### config.mk
export PLATFORM = sky130hd
export DESIGN_NAME = gpio_lock_regs
export DESIGN_NICKNAME = d
export VERILOG_FILES = /design/src/rtl/gpio_lock_regs.sv
export SDC_FILE = /design/constraint.sdc
export NUM_CORES = 1
export LEC_CHECK = 0
export ABC_CLOCK_PERIOD_IN_PS = 2500
export BUFFER_PORTS_ARGS = -buffer_cell sky130_fd_sc_hd__buf_4
export CORE_MARGIN = 10
export CORE_UTILIZATION = 40
export CTS_CLUSTER_DIAMETER = 80
export CTS_CLUSTER_SIZE = 40
export DETAILED_ROUTE_END_ITERATION = 12
export SLEW_MARGIN = 25
export SYNTH_ARGS = -nofsm -noshare
export SYNTH_HDL_FRONTEND = slang
export SYNTH_SLANG_ARGS = --single-unit
export TNS_END_PERCENT = 30
### constraint.sdc
create_clock -name clk -period 2.5 [get_ports clk]
set_clock_uncertainty 0.1 [all_clocks]
set_input_delay 0.125 -clock clk [delete_from_list [all_inputs] [get_ports clk]]
set_output_delay 0.125 -clock clk [all_outputs]
set_load 0.005 [all_outputs]
### src/rtl/gpio_lock_regs.sv
module gpio_lock_regs #(
  parameter int NPINS = 32,
  parameter int ADDR_W = 5,
  parameter logic [NPINS-1:0] RST_PULL_UP = '0,
  parameter logic [NPINS-1:0] RST_PULL_DN = '0,
  parameter logic [NPINS-1:0] RST_SLEW    = '0,
  parameter logic [NPINS-1:0] RST_DRIVE   = '0,
  parameter logic [NPINS-1:0] LOCK_KEY    = 32'hC0DEFEED,
  parameter logic [NPINS-1:0] UNLOCK_KEY  = 32'h5A5A5A5A
) (
  input  logic              clk,
  input  logic              rst_n,
  input  logic [ADDR_W-1:0] addr_i,
  input  logic [NPINS-1:0]  wdata_i,
  input  logic              wr_en_i,
  input  logic              rd_en_i,
  output logic [NPINS-1:0]  rdata_o,
  output logic              err_o,
  input  logic [NPINS-1:0]  pin_in_i,
  input  logic [NPINS-1:0]  evt_set_i,
  output logic [NPINS-1:0]  out_data_o,
  output logic [NPINS-1:0]  out_en_o,
  output logic [NPINS-1:0]  evt_en_o,
  output logic [NPINS-1:0]  evt_stat_o,
  output logic [NPINS-1:0]  evt_kind_o,
  output logic [NPINS-1:0]  evt_both_o,
  output logic [NPINS-1:0]  polarity_o,
  output logic [NPINS-1:0]  pull_up_o,
  output logic [NPINS-1:0]  pull_dn_o,
  output logic [NPINS-1:0]  slew_o,
  output logic [NPINS-1:0]  drive_o
);

  localparam logic [ADDR_W-1:0] A_PIN    = ADDR_W'(0);
  localparam logic [ADDR_W-1:0] A_OD     = ADDR_W'(1);
  localparam logic [ADDR_W-1:0] A_OD_SET = ADDR_W'(2);
  localparam logic [ADDR_W-1:0] A_OD_CLR = ADDR_W'(3);
  localparam logic [ADDR_W-1:0] A_OE     = ADDR_W'(4);
  localparam logic [ADDR_W-1:0] A_OE_SET = ADDR_W'(5);
  localparam logic [ADDR_W-1:0] A_OE_CLR = ADDR_W'(6);
  localparam logic [ADDR_W-1:0] A_EE     = ADDR_W'(7);
  localparam logic [ADDR_W-1:0] A_EE_SET = ADDR_W'(8);
  localparam logic [ADDR_W-1:0] A_EE_CLR = ADDR_W'(9);
  localparam logic [ADDR_W-1:0] A_ES     = ADDR_W'(10);
  localparam logic [ADDR_W-1:0] A_KIND   = ADDR_W'(11);
  localparam logic [ADDR_W-1:0] A_BOTH   = ADDR_W'(12);
  localparam logic [ADDR_W-1:0] A_POL    = ADDR_W'(13);
  localparam logic [ADDR_W-1:0] A_PU     = ADDR_W'(14);
  localparam logic [ADDR_W-1:0] A_PD     = ADDR_W'(15);
  localparam logic [ADDR_W-1:0] A_SLEW   = ADDR_W'(16);
  localparam logic [ADDR_W-1:0] A_DRV    = ADDR_W'(17);
  localparam logic [ADDR_W-1:0] A_LKA    = ADDR_W'(18);
  localparam logic [ADDR_W-1:0] A_LKB    = ADDR_W'(19);
  localparam logic [NPINS-1:0]  ONE      = NPINS'(1);

  logic [NPINS-1:0] od, oe, ee, es, kind, both, pol, pu, pd, slew, drv, lka, lkb;
  logic [NPINS-1:0] rmux;
  logic             locked, wr_ok, rd_legal, wr_legal, alias_a;

  assign locked = (lka == ONE);
  assign wr_ok  = wr_en_i && !locked;

  assign alias_a = (addr_i == A_OD_SET) || (addr_i == A_OD_CLR) ||
                   (addr_i == A_OE_SET) || (addr_i == A_OE_CLR) ||
                   (addr_i == A_EE_SET) || (addr_i == A_EE_CLR);
  assign wr_legal = (addr_i != A_PIN) && (addr_i <= A_LKB);
  assign rd_legal = !alias_a && (addr_i <= A_LKB);

  always_comb begin
    unique case (addr_i)
      A_PIN:   rmux = pin_in_i;
      A_OD:    rmux = od;
      A_OE:    rmux = oe;
      A_EE:    rmux = ee;
      A_ES:    rmux = es;
      A_KIND:  rmux = kind;
      A_BOTH:  rmux = both;
      A_POL:   rmux = pol;
      A_PU:    rmux = pu;
      A_PD:    rmux = pd;
      A_SLEW:  rmux = slew;
      A_DRV:   rmux = drv;
      A_LKA:   rmux = lka;
      A_LKB:   rmux = lkb;
      default: rmux = '0;
    endcase
  end

  always_ff @(posedge clk) begin
    if (!rst_n) begin
      od <= '0; oe <= '0; ee <= '0; kind <= '0; both <= '0; pol <= '0;
      pu <= RST_PULL_UP; pd <= RST_PULL_DN; slew <= RST_SLEW; drv <= RST_DRIVE;
    end else if (wr_ok) begin
      case (addr_i)
        A_OD:     od   <= wdata_i;
        A_OD_SET: od   <= od | wdata_i;
        A_OD_CLR: od   <= od & ~wdata_i;
        A_OE:     oe   <= wdata_i;
        A_OE_SET: oe   <= oe | wdata_i;
        A_OE_CLR: oe   <= oe & ~wdata_i;
        A_EE:     ee   <= wdata_i;
        A_EE_SET: ee   <= ee | wdata_i;
        A_EE_CLR: ee   <= ee & ~wdata_i;
        A_KIND:   kind <= wdata_i;
        A_BOTH:   both <= wdata_i;
        A_POL:    pol  <= wdata_i;
        A_PU:     pu   <= wdata_i;
        A_PD:     pd   <= wdata_i;
        A_SLEW:   slew <= wdata_i;
        A_DRV:    drv  <= wdata_i;
        default: ;
      endcase
    end
  end

  always_ff @(posedge clk) begin
    if (!rst_n) es <= '0;
    else es <= (es & ~((wr_ok && addr_i == A_ES) ? wdata_i : '0)) | evt_set_i;
  end

  always_ff @(posedge clk) begin
    if (!rst_n) begin
      lka <= '0;
      lkb <= '0;
    end else if (wr_en_i && addr_i == A_LKB) begin
      lkb <= wdata_i;
    end else if (wr_en_i && addr_i == A_LKA) begin
      if (locked) begin
        if (lkb == UNLOCK_KEY) begin
          lka <= '0;
          lkb <= '0;
        end
      end else if (wdata_i == LOCK_KEY) begin
        lka <= ONE;
        lkb <= '0;
      end else begin
        lka <= wdata_i;
      end
    end
  end

  always_ff @(posedge clk) begin
    if (!rst_n) begin
      rdata_o <= '0;
      err_o   <= 1'b0;
    end else begin
      if (rd_en_i) rdata_o <= rd_legal ? rmux : '0;
      err_o <= (rd_en_i && !rd_legal) || (wr_en_i && !wr_legal);
    end
  end

  assign out_data_o = od;
  assign out_en_o   = oe;
  assign evt_en_o   = ee;
  assign evt_stat_o = es;
  assign evt_kind_o = kind;
  assign evt_both_o = both;
  assign polarity_o = pol;
  assign pull_up_o  = pu;
  assign pull_dn_o  = pd;
  assign slew_o     = slew;
  assign drive_o    = drv;


  locked_frozen_chk: assert property (@(posedge clk) disable iff (!rst_n)
    locked && wr_en_i && addr_i != A_LKA && addr_i != A_LKB |=>
      $stable(od) && $stable(oe) && $stable(ee) && $stable(kind) && $stable(both) &&
      $stable(pol) && $stable(pu) && $stable(pd) && $stable(slew) && $stable(drv) && $stable(lka));


  unlock_chk: assert property (@(posedge clk) disable iff (!rst_n)
    locked && wr_en_i && addr_i == A_LKA && lkb == UNLOCK_KEY |=> lka == '0 && lkb == '0);


  od_set_chk: assert property (@(posedge clk) disable iff (!rst_n)
    !locked && wr_en_i && addr_i == A_OD_SET |=> od == ($past(od) | $past(wdata_i)));


  evt_keep_chk: assert property (@(posedge clk) disable iff (!rst_n)
    1'b1 |=> (es & $past(evt_set_i)) == $past(evt_set_i));


  hole_read_chk: assert property (@(posedge clk) disable iff (!rst_n)
    rd_en_i && addr_i > A_LKB |=> err_o && rdata_o == '0);


  pin_write_err_chk: assert property (@(posedge clk) disable iff (!rst_n)
    wr_en_i && addr_i == A_PIN |=> err_o);

endmodule

# == Yosys cells after proc, flatten, opt, wreduce, memory -nomap -nowiden ==
# Index checks and enable logic that the tools add are counted.
# word_totals
ff_bits,449
out_inout_bits,385
# classes
magnitude_cmp,1
eq_ne,24
mux,13
bitwise,11
reduce_logical,37
# op_table
cell,count
case mux 32 bit (14 select lines),1
two-way mux 32 bit,9
case mux 32 bit (3 select lines),3
bitwise AND 32 bit,4
OR 32 bit,4
inverter 32 bit,2
"== test 5 x 4 -> 1 bit, second input constant",8
"== test 32 x 1 -> 1 bit, second input constant",1
"== test 32 x 31 -> 1 bit, second input constant",1
"== test 32 bit, second input constant",1
"== test 5 x 3 -> 1 bit, second input constant",4
"== test 5 bit, second input constant",4
AND reduction 2 bit,10
nonzero test 3 bit,4
"== test 5 x 2 -> 1 bit, second input constant",2
logical AND 1 bit,8
logical OR 1 bit,6
AND reduction 3 bit,2
"== test 5 x 1 -> 1 bit, second input constant",1
"<= comparator 5 bit, second input constant",1
zero test 5 bit,1
nonzero test 5 bit,1
zero test 1 bit,4
"!= test 3 x 1 -> 1 bit, second input constant",1
other kinds (3),3

# == Depth between registers and ports, before layout ==
# logic_depth
ltp_word,11
depth_mapped,8
depth_no_buf,5

# == Worst setup path after synthesis ==
# OpenSTA, ideal clock, no wires.
# synth_timing
kind,reg-to-reg
from,register lka[16]
to,register lka[10]
setup_time_ns,0.120
arrival_time_ns,1.812
setup_slack_ns,0.468
stages_incl_launch_ff,9
n_path_buf,3
synth_period_minus_slack_ns,2.032
cell_sequence,dfxtp_1 nor4_1 nand4_1 buf_2 or2_1 o211a_1 buf_4 buf_6 mux2i_1
# synth_via
elab_chain_len,3
elab_cells_between_ends,4
classes_between,2 x eq/ne; 1 x mux; 1 x reduce/logical
# synth_lines
element,line,rtl
from (decl),56,"logic [NPINS-1:0] od, oe, ee, es, kind, both, pol, pu, pd, slew, drv, lka, lkb;"
from (signal assigned),137,lka <= wdata_i;
== test 32 x 1 -> 1 bit *,60,assign locked = (lka == ONE);
!= test 2 x 1 -> 1 bit (no line),-,
AND reduction 3 bit (no line),-,
# Mark *: on every way between the ends. The rest lies on a longest branch, timed or not.
# A chain may end at the register's enable or synchronous reset.

# == Worst setup path in the final report ==
# layout_timing
from,register lka[28]
to,register lkb[10]
# layout_via
elab_chain_len,4
elab_cells_between_ends,7
classes_between,2 x eq/ne; 3 x mux; 2 x reduce/logical
# layout_lines
element,line,rtl
== test 32 x 1 -> 1 bit *,60,
two-way mux 32 bit,128,if (locked) begin
two-way mux 32 bit,127,end else if (wr_en_i && addr_i == A_LKA) begin
two-way mux 32 bit,125,end else if (wr_en_i && addr_i == A_LKB) begin
to (signal assigned),126,lkb <= wdata_i;
to (decl),56,
# Mark *: on every way between the ends. The rest lies on a longest branch, timed or not. The select of a mux whose other input is x is not followed.

==> results list <==
- The flow ran to the end, and the final reports show no timing, DRC or antenna violations.
* Type of element capturing the critical path: flop
- Buffers inserted during clock tree synthesis total 28.
- In this run the critical register-to-register path is captured at lkb[10]$_SDFFE_PN0P_.
* First-pass iteration count of the detailed router: 7
- Counting every instance in the synthesized netlist gives 2,266.
* CORE AREA: 47,550 um^2
- Most area-consuming cells after synthesis: dfxtp_1 (47%), nand3_1 (8.4%), o21ai_0 (8.4%)
* Area of the multi-input gates: 9156 um^2
* Critical path type: flop to flop
* Die X: 239.1 um
* Initial standard-cell utilization of the core: 40.37%
* Depth of the CTS H-tree: 1
* Violation count after the first detailed-route iteration: 2,849
- The via count of the first global-routing pass was 20,310.
- Overall power: 0.01454 W
- Clock tree from TritonCTS: done
- Arrival time of the worst setup path: 2.88 ns
- Proportion of synthesized area in mux cells: 1.669%
* Number of I/O port buffers: 489
- Summing the areas of all xor and xnor instances in the mapped netlist gives 0% of the synthesized area.
- Boundary Pins: 490
- First-pass GRT wire length: 140.7 mm
* Count of endpoints failing setup in the final report: 0
- Clock latency on the worst-skew pair: 0.62 ns
* Share of synthesized registers carrying an async set or reset: 0%
- Total clock sinks: 449
- Counting every net in the synthesized netlist gives 2,371.
- Number of fill cells in the layout: 4,342
* Power density over cell area: 553.3 nW/um^2
- Fraction of final layout cells sized beyond drive strength 1: 25.92%
- Remaining antenna violation count: 0
- The die covers 57,140 um^2.
- Share of synthesized area occupied by flip-flops and latches: 46.83%
* Global placement routability congestion: 0.8740
- Of the total synthesized cell area, the portion taken by AND, OR, NAND and NOR gates is 17.50%.
- Synthesized area per cell: 8.470 um^2
- Initial antenna violation count: 2
* Synthesis-stage register bit count: 449
* Cell-by-cell trace of the critical path: nor4_2 -> nand4_1 -> buf_4 -> or2_1 -> o211a_4 -> buf_12 -> o221ai_1
- Final period util: 98.32%
* Vertical die dimension: 239.1 um
- The initialized floorplan defines 80 standard-cell rows.
- Via density per instance: 6.358
* Maximum vdd ir drop: 551.2 uV
* Minimum setup slack among reg-to-reg paths: 0.04 ns
- Cell area after synthesis: 19,190 um^2
- Synth unique cells: 58
- The critical path ends at lkb[10]$_SDFFE_PN0P_.
* Root buf cell: clkbuf_16
* RSZ-0062 raised after global routing: false
- Global routing consumed, over all layers together, 32.46% of the routing resources.
* Buffer levels on the longest clock path: 3
* Yosys top cell area share: 46.83%
- Pin count of the biggest net entering global routing: 128
* Period minus WS final: 2.458 ns
* Max-Cap Viols: 0
* Total number of vias: 21,450
- DRC violation count after routing: 0
- Final global-route overflow total: 0
* Number of slew-limit violations in the final report: 0
- Of all nets on the critical path, the largest fanout is 32.
* Kind of path behind the tightest hold check: input port to flop
* Post-synthesis to final-layout area growth: 36.92%
* Stage delay of the slowest cell on the critical path: 0.45 ns
- Sequential cell area: 8989 um^2
* Required time of the worst setup path: 2.92 ns
* Logic depth of the worst register-to-register path: 7
* Adder-cell share of the synthesized area: 0%
* Lkg Pwr: 10.57 nW
- Cell taking the most area after synthesis: dfxtp_1
- In the final routed layout, each cell accounts on average for 29.08 um.
- Crit path launch type: flop
- Actual transition at the worst max-transition pin: 0.6830 ns
* Final HPWL from detailed placement: 67.87 mm
- Combinational family with the most area after synthesis: compound AO/OA/AOI/OAI gates
- Final Hold Vio Count: 0
- Clock-pin slew on the worst setup and hold paths: 0.10 ns
* Worst reg2reg path startpoint: lka[28]$_SDFFE_PN0P_
* Cell with the largest stage delay on the worst path: nor4_2
* Peak Freq: 406.8 MHz
* Yosys warns: 0
- Along the worst hold path, the cell count comes to 3.
- Fin area: 26,280 um^2
- Summing the areas of all compound-gate instances in the mapped netlist gives 27.29% of the synthesized area.
- The net count of the finished layout is 2,838.
- In this run the cell area measured after placement is 24,150 um^2.
* Worst slew slack as a fraction of its limit: 54.47%
- Total routed wirelength: 98.12 mm
* EDFF count, synth: 0
- In the synthesized netlist the dominant register cell turns out to be dfxtp_1.
* Worst setup path startpoint: lka[28]$_SDFFE_PN0P_
cells in the mapped netlist (all sizes together) (2+ instances only):
cell,n
nand2,133
a221oi,6
nand4,51
o21ai,324
clkbuf,238
nor2,36
o31a,5
nor4b,3
nor4,40
a31oi,32
buf,28
nand3,324
nor3b,3
and2,18
o211a,2
a222oi,32
dfxtp,449
a21oi,59
nor3,3
o211ai,40
a31o,2
o2111ai,2
o21a,6
o22ai,32
nand4b,4
o221ai,32
o32a,9
nor4bb,6
mux2i,32
nor2b,29
a22oi,154
a21boi,2
o221a,16
inv,65
a41o,2
o311ai,32
critical path, delay by kind of cell, from the launching register on:
kind / cells / cell delay (ns)
buffers and inverters: 2 / 0.42
DFF: 1 / 0.36
and+or+nand+nor: 3 / 0.97
AOI/OAI and AO/OA: 2 / 0.49
flip-flops by register name, indices dropped and copies added (netlist names):
signal and flops:
evt_kind_o 32, pull_dn_o 32, evt_both_o 32, lka 32, drive_o 32, err_o 1, polarity_o 32, out_data_o 32
rdata_o 32, lkb 32, out_en_o 32, evt_en_o 32, pull_up_o 32, slew_o 32, evt_stat_o 32
metal layers:
layer  share of wire [%]  global-route usage [%]
met5                   0                       0
met4                 4.3                   12.70
met3                  10                   6.627
met2                  46                   52.05
met1                  39                   42.04
placed cells by master (no fill, tap or decap), drive strengths merged, types with 36 or more instances in the layout:
cell / instances
nor4: 40
dfxtp: 449
o211ai: 40
nand2: 133
a22oi: 154
o21ai: 324
nor2: 36
a21oi: 59
nand3: 324
nand4: 51
inv: 72
buf: 601
dlygate4sd3: 102
final cells by class:
| type | instances | share of cell area [%] |
|---|---|---|
| diodes | 4 | 0.03809 |
| clock buffers | 32 | 2.919 |
| clock inverters | 20 | 1.047 |
| inverters | 65 | 0.9284 |
| multi-input cells | 1486 | 34.84 |
| flip-flops and latches | 449 | 34.20 |
| well taps | 615 | 2.928 |
| repair buffers | 703 | 23.09 |
power by group:
| group | switching, W | internal, W |
|---|---|---|
| Clock | 0.00289 | 0.00264 |
| Sequential | 0.000198 | 0.00732 |
| Combinational | 0.000901 | 0.000588 |
worst min-delay path by stage:
stage                           start                   endpoint  slack (ns)
after CTS                     rd_en_i   rdata_o[29]$_SDFFE_PN0P_        0.05
after global placement    wdata_i[23]  evt_stat_o[23]$_SDFF_PN0_        0.28
final                         rd_en_i   rdata_o[29]$_SDFFE_PN0P_        0.09
after detailed placement  wdata_i[20]  evt_stat_o[20]$_SDFF_PN0_        0.30
after global routing          rd_en_i   rdata_o[29]$_SDFFE_PN0P_        0.10
after floorplan            wdata_i[0]   evt_stat_o[0]$_SDFF_PN0_        0.13
cell families after synthesis:
group	Yosys count
flip-flops	449
AND/OR/NAND/NOR	659
buffers and inverters	331
multiplexers	32
AO/OA/AOI/OAI	795
repair_timing:
item                                   CTS  global route
buffers inserted                         0             1
endpoints found under the hold margin  224             0
cloned                                   0             0
pin swaps                                0             1
hold buffers                           102             0
setup endpoints to repair               46            53
resized for setup                        1             6
stage by stage:
step	hold slack [ns]	setup TNS [ns]	setup WS [ns]	std cells	utilization [%]
final	0.08618	0	0.04192	3374	55.27
after global placement	0.2812	0	0.007764	3213	50.73
after global routing	0.1017	0	0.02902	3372	55.26
after detailed placement	0.2962	-0.7064	-0.05331	3215	50.80
after floorplan	0.1258	0	0.4681	2266	-
after CTS	0.05491	0	0.04932	3369	55.15
No activity file was read; power rests on OpenSTA's default activity.
